File: src/rtl/gbp_pkg.sv
package gbp_pkg;

  // Strobes from the control decision to the datapath
  typedef struct packed {
    logic ctrWr;      // write the counter at the resolve index
    logic ctrUp;      // 1 = increment, 0 = decrement
    logic histShift;  // shift an outcome into the history
    logic histBit;    // outcome to shift in
  } gbpStrobe_t;

endpackage

File: src/rtl/gbp_ctrl.sv
module gbp_ctrl
  import gbp_pkg::*;
#(
  parameter int CTR_BITS = 2
) (
  input  logic                clk,
  input  logic                rstN,
  input  logic                resValid,
  input  logic                resTaken,
  input  logic [CTR_BITS-1:0] resCtr,
  output gbpStrobe_t          strb
);

  localparam logic [CTR_BITS-1:0] CTR_MAX = {CTR_BITS{1'b1}};

  logic atTop;
  logic atBottom;

  assign atTop    = (resCtr == CTR_MAX);
  assign atBottom = (resCtr == '0);

  always_comb begin
    strb.histShift = resValid;
    strb.histBit   = resTaken;
    strb.ctrUp     = resTaken;
    strb.ctrWr     = resValid && (resTaken ? !atTop : !atBottom);
  end

  AST_IDLE_QUIET: assert property (@(posedge clk) disable iff (!rstN)
    !resValid |-> (!strb.ctrWr && !strb.histShift));

endmodule

File: src/rtl/gbp_datapath.sv
module gbp_datapath
  import gbp_pkg::*;
#(
  parameter int HIST_BITS = 2,
  parameter int PC_BITS   = 4,
  parameter int CTR_BITS  = 2,
  parameter bit HASH_XOR  = 1'b0,
  parameter int IDX_W     = HASH_XOR ? PC_BITS : HIST_BITS + PC_BITS
) (
  input  logic                clk,
  input  logic                rstN,
  input  logic [PC_BITS-1:0]  predPcIdx,
  output logic                predTaken,
  output logic [IDX_W-1:0]    predIdx,
  input  logic [IDX_W-1:0]    resIdx,
  output logic [CTR_BITS-1:0] resCtr,
  input  gbpStrobe_t          strb
);

  localparam int ENTRIES = 1 << IDX_W;
  localparam logic [CTR_BITS-1:0] CTR_INIT = (CTR_BITS)'((1 << (CTR_BITS - 1)) - 1);
  localparam logic [CTR_BITS-1:0] CTR_MAX  = {CTR_BITS{1'b1}};

  logic [HIST_BITS-1:0] histQ;
  logic [CTR_BITS-1:0]  ctrTab [ENTRIES];
  logic [CTR_BITS-1:0]  predCtr;

  // Index function chosen by parameter
  generate
    if (HASH_XOR) begin : g_hash
      assign predIdx = predPcIdx ^ IDX_W'(histQ);
    end else begin : g_join
      assign predIdx = {histQ, predPcIdx};
    end
  endgenerate

  assign predCtr   = ctrTab[predIdx];
  assign predTaken = predCtr[CTR_BITS-1];
  assign resCtr    = ctrTab[resIdx];

  // Global outcome history, updated only at resolve
  always_ff @(posedge clk) begin
    if (!rstN) begin
      histQ <= '0;
    end else if (strb.histShift) begin
      histQ <= (histQ << 1) | HIST_BITS'(strb.histBit);
    end
  end

  // Saturating counter table
  always_ff @(posedge clk) begin
    if (!rstN) begin
      for (int i = 0; i < ENTRIES; i++) begin
        ctrTab[i] <= CTR_INIT;
      end
    end else if (strb.ctrWr) begin
      if (strb.ctrUp) begin
        ctrTab[resIdx] <= resCtr + 1'b1;
      end else begin
        ctrTab[resIdx] <= resCtr - 1'b1;
      end
    end
  end

  AST_NO_WRAP_UP: assert property (@(posedge clk) disable iff (!rstN)
    (strb.ctrWr && strb.ctrUp) |-> (resCtr != CTR_MAX));

  AST_NO_WRAP_DOWN: assert property (@(posedge clk) disable iff (!rstN)
    (strb.ctrWr && !strb.ctrUp) |-> (resCtr != '0));

  AST_HIST_ENTRY: assert property (@(posedge clk) disable iff (!rstN)
    strb.histShift |=> (histQ[0] == $past(strb.histBit)));

  AST_HIST_HOLD: assert property (@(posedge clk) disable iff (!rstN)
    !strb.histShift |=> $stable(histQ));

endmodule

File: src/rtl/global_hist_predictor.sv
module global_hist_predictor
  import gbp_pkg::*;
#(
  parameter int HIST_BITS = 2,
  parameter int PC_BITS   = 4,
  parameter int CTR_BITS  = 2,
  parameter bit HASH_XOR  = 1'b0,
  localparam int IDX_W    = HASH_XOR ? PC_BITS : HIST_BITS + PC_BITS
) (
  input  logic               clk,
  input  logic               rstN,
  input  logic [PC_BITS-1:0] predPcIdx,
  output logic               predTaken,
  output logic [IDX_W-1:0]   predIdx,
  input  logic               resValid,
  input  logic [IDX_W-1:0]   resIdx,
  input  logic               resTaken
);

  gbpStrobe_t          strb;
  logic [CTR_BITS-1:0] resCtr;

  gbp_ctrl #(
    .CTR_BITS (CTR_BITS)
  ) u_ctrl (
    .clk      (clk),
    .rstN     (rstN),
    .resValid (resValid),
    .resTaken (resTaken),
    .resCtr   (resCtr),
    .strb     (strb)
  );

  gbp_datapath #(
    .HIST_BITS (HIST_BITS),
    .PC_BITS   (PC_BITS),
    .CTR_BITS  (CTR_BITS),
    .HASH_XOR  (HASH_XOR),
    .IDX_W     (IDX_W)
  ) u_dp (
    .clk       (clk),
    .rstN      (rstN),
    .predPcIdx (predPcIdx),
    .predTaken (predTaken),
    .predIdx   (predIdx),
    .resIdx    (resIdx),
    .resCtr    (resCtr),
    .strb      (strb)
  );

endmodule

File: config.mk
export PLATFORM = sky130hd
export DESIGN_NAME = global_hist_predictor
export DESIGN_NICKNAME = d
export VERILOG_FILES = /design/src/rtl/gbp_pkg.sv /design/src/rtl/gbp_ctrl.sv /design/src/rtl/gbp_datapath.sv /design/src/rtl/global_hist_predictor.sv
export SDC_FILE = /design/constraint.sdc
export NUM_CORES = 1
export LEC_CHECK = 0
export BUFFER_PORTS_ARGS = -buffer_cell sky130_fd_sc_hd__clkbuf_2
export CAP_MARGIN = 20
export CORE_UTILIZATION = 45
export CTS_CLUSTER_DIAMETER = 60
export CTS_CLUSTER_SIZE = 20
export DETAILED_ROUTE_END_ITERATION = 12
export PLACE_DENSITY = 0.66
export SLEW_MARGIN = 10
export SYNTH_ARGS = -nofsm -noshare
export SYNTH_HDL_FRONTEND = slang
export SYNTH_SLANG_ARGS = --single-unit
File: constraint.sdc
create_clock -name clk -period 3.7 [get_ports clk]
set_input_delay 0.74 -clock clk [delete_from_list [all_inputs] [get_ports clk]]
set_output_delay 0.74 -clock clk [all_outputs]
set_load 0.01 [all_outputs]
==> impl_metrics.py <==
metrics = {
    "power": {
        "ir_drop_uv": 283,
        "p_clk_frac": 0.414,
        "p_leak_nw": 2.61,
        "power_density_mw_per_mm2": 430,
        "p_switching_mw": 0.927,
        "p_int_mw": 2.73,
        "combPwrFrac": 0.130,
        "power_mw": 3.66,
        "switching_share": 0.253,
        "p_seq_frac": 0.456,
    },
    "place": {
        "place_area_sq_mm": 0.00798,
        "place_inst": 878,
        "place_ws_ps": -92.6,
        "io_buffer_count": 20,
        "gp_congestion": 0.932,
        "hpwl_um": 14400,
    },
    "cells_and_area": {
        "drive_gt1_frac": 0.257,
        "nets": 695,
        "final_area_sq_mm": 0.00851,
        "fin_cells": 909,
        "syn_to_final_growth_pct": 15.3,
        "diodes": 0,
        "fin_util": 0.534,
    },
    "worst_setup_path": {
        "crit_required_ps": 2960,
        "critPathMaxStageDelay_ps": 560,
        "worstPathMaxFanout": 16,
        "crit_slowest_cell": "mux4_2",
        "r2r-end": "u_dp.ctrTab[60][1]",
        "crit_buf_inv": 3,
        "cpMostUsedCell": "mux4_2",
        "reg2reg_depth": 9,
        "cp.arrival_ps": 2760,
        "r2r_start": "u_dp.ctrTab[16][0]",
        "crit_family": "multiplexers",
        "reg2reg_slack_ps": 540,
        "worst_setup_path_start_kind": "primary input",
        "path_cells": "clkbuf_2 > buf_12 > mux4_2 > mux4_2 > mux4_2 > clkbuf_2",
        "end_kind": "output port",
        "crit_type": "in -> out",
    },
    "drt": {
        "drc": 0,
        "drtPass1Iterations": 6,
        "num_vias": 5895,
        "routed_via_density": 6.49,
        "wire_per_inst_um": 23.2,
        "wl_um": 21100,
        "detail-route-antenna-nets": 0,
        "first_iter_violations": 856,
    },
    "clocking": {
        "cts_buffers": 17,
        "cts_tree": "done",
        "cts_root_buffer": "clkbuf_16",
        "cts.sinks": 130,
        "cts.clk_slew.worst_paths_ps": 50,
        "htreeDepth": 4,
        "cts_resized": 0,
        "cts_setup_buffers": 0,
        "hold_buffers": 0,
        "clockBufferDepth": 2,
        "clock_latency_ps": 430,
    },
    "grt": {
        "grt_max_degree": 67,
        "antenna_found_initial": 0,
        "overflow": 0,
        "grt_pass1_wl_um": 32200,
        "grt_pass1_vias": 5740,
        "grt_usage": 0.265,
    },
    "yosys": {
        "syn_area_per_cell_sq_um": 11.3,
        "synth_edf_count": 128,
        "syn_inst": 653,
        "syn_nets": 667,
        "synth_ff_type": "edfxtp_1",
        "synthArstFlopShare": 0,
        "synth_seq_cells": 130,
        "syn_area_sq_mm": 0.00738,
        "synth_cell_types": 53,
        "yosysWarnings": 0,
        "yosysSeqAreaShare": 0.526,
    },
    "timing": {
        "slew_headroom": 0.519,
        "setup_viol": 0,
        "finClkSkew_ps": 12.1,
        "layout_min_cycle_time_ps": 3500,
        "finalHoldViolCount": 0,
        "worstMarginPinSlew_ps": 715,
        "setup_ws_ps": 201,
        "fmax_mhz": 286,
        "finalCritPeriodShare": 0.946,
        "rsz0062_at_grt": "no",
        "slew_violations": 0,
    },
    "die": {
        "fp-row-count": 46,
        "die_y_um": 130,
        "initial_core_util": 0.463,
        "fp.coreArea_sq_mm": 0.0159,
        "die_w_um": 130,
        "io_pins": 21,
        "dieArea_sq_mm": 0.0169,
    },
    "hold_path": {
        "holdCritStartpoint": "u_dp.histQ[1]",
        "whs_path_depth": 2,
        "hold_class": "reg -> reg",
        "holdPathEnd": "u_dp.histQ[1]",
    },
    "status": {
        "status": "complete, no violations",
    },
    "run": {
        "maxCapViolations": 0,
    },
}
## cell families after synthesis
logic type / share of synthesized area
buf+inv: 0.0546
flops: 0.526
simple gates: 0.187
mux: 0.125
compound gates: 0.106
xor+xnor: 0.00119
## worst reg2reg max path: stages, from the launching register on
cell and delay, ps:
edfxtp_1 410, mux4_2 470, o21ai_1 140, a31oi_1 90, or3_4 410, nor4_4 340, nand2b_1 190, nand3_2 150
buf_12 200, o31ai_1 430
## per-layer routing
metal  track usage  wire [um]  share of wire
met5             0          0              0
met4         0.153        898          0.043
met3        0.0578       1890          0.090
met2         0.424      10200           0.48
met1         0.332       8160           0.39
## synthesized netlist by cell type, types with 8 or more instances
| library cell | n | area share |
|---|---|---|
| clkbuf_1 | 45 | 0.023 |
| mux2i_1 | 18 | 0.024 |
| a21oi_1 | 12 | 0.0081 |
| buf_2 | 10 | 0.0068 |
| buf_4 | 8 | 0.0081 |
| o21ai_0 | 50 | 0.034 |
| mux4_2 | 30 | 0.092 |
| nand2_1 | 58 | 0.030 |
| edfxtp_1 | 128 | 0.52 |
| nand3_1 | 72 | 0.049 |
| o31ai_1 | 19 | 0.019 |
| buf_6 | 8 | 0.012 |
| nand3b_1 | 14 | 0.014 |
| nor3_1 | 18 | 0.012 |
| nor3_2 | 14 | 0.019 |
| nor2_1 | 60 | 0.031 |
| a221oi_1 | 8 | 0.0095 |
## through the flow
stage | TNS, ps | hold WS [ps]
2_1_floorplan | 0 | 565
3_3_place_gp | 0 | 544
3_5_place_dp | -1100 | 557
4_1_cts | 0 | 564
5_1_grt | 0 | 589
6_report | 0 | 560
## sequential cells by signal, summed over array words and instances (netlist names)
signal	cells
u_dp.ctrTab	128
u_dp.histQ	2
## worst max path at each step
| stage | startpoint | endpoint | slack [ps] | cells after the start |
|---|---|---|---|---|
| final | predPcIdx[0] | predTaken | 200 | 6 |
| after global routing | resIdx[0] | u_dp.ctrTab[60][1] | 160 | 11 |
| after CTS | predPcIdx[0] | predTaken | 210 | 6 |
| after detailed placement | resIdx[0] | u_dp.ctrTab[60][1] | -90 | 11 |
| after global placement | resIdx[1] | u_dp.ctrTab[60][1] | 50 | 13 |
| after floorplan | predPcIdx[0] | predTaken | 20 | 5 |
## cells in the final DEF, fill, tap and decap left out, types with 17 or more instances in the layout
cell / n
buf_4: 56
edfxtp_1: 128
nand2_1: 58
o31ai_1: 19
mux2i_1: 18
clkbuf_2: 20
nor2_1: 60
nor3_2: 20
mux4_2: 30
nand3_1: 72
clkbuf_16: 17
o21ai_0: 50
## power groups by stage
stage	Sequential [mW]	Combinational (mW)	Clock, mW
global route	1.67	0.503	1.58
global placement	1.70	0.460	0
detailed placement	1.70	0.467	0
finish	1.67	0.477	1.51
floorplan	1.69	0.303	0
CTS	1.67	0.469	1.52
## final cells by class
class / count / area [sq um]
Clock buffer: 19 / 433
Clock inverter: 12 / 93.8
Fill cell: 1336 / 7430
Inverter: 5 / 18.8
Multi-Input combinational cell: 443 / 3130
Sequential cell: 130 / 3880
Tap cell: 216 / 270
Timing Repair Buffer: 84 / 681
Note: power is estimated with default switching activity, not from simulation.
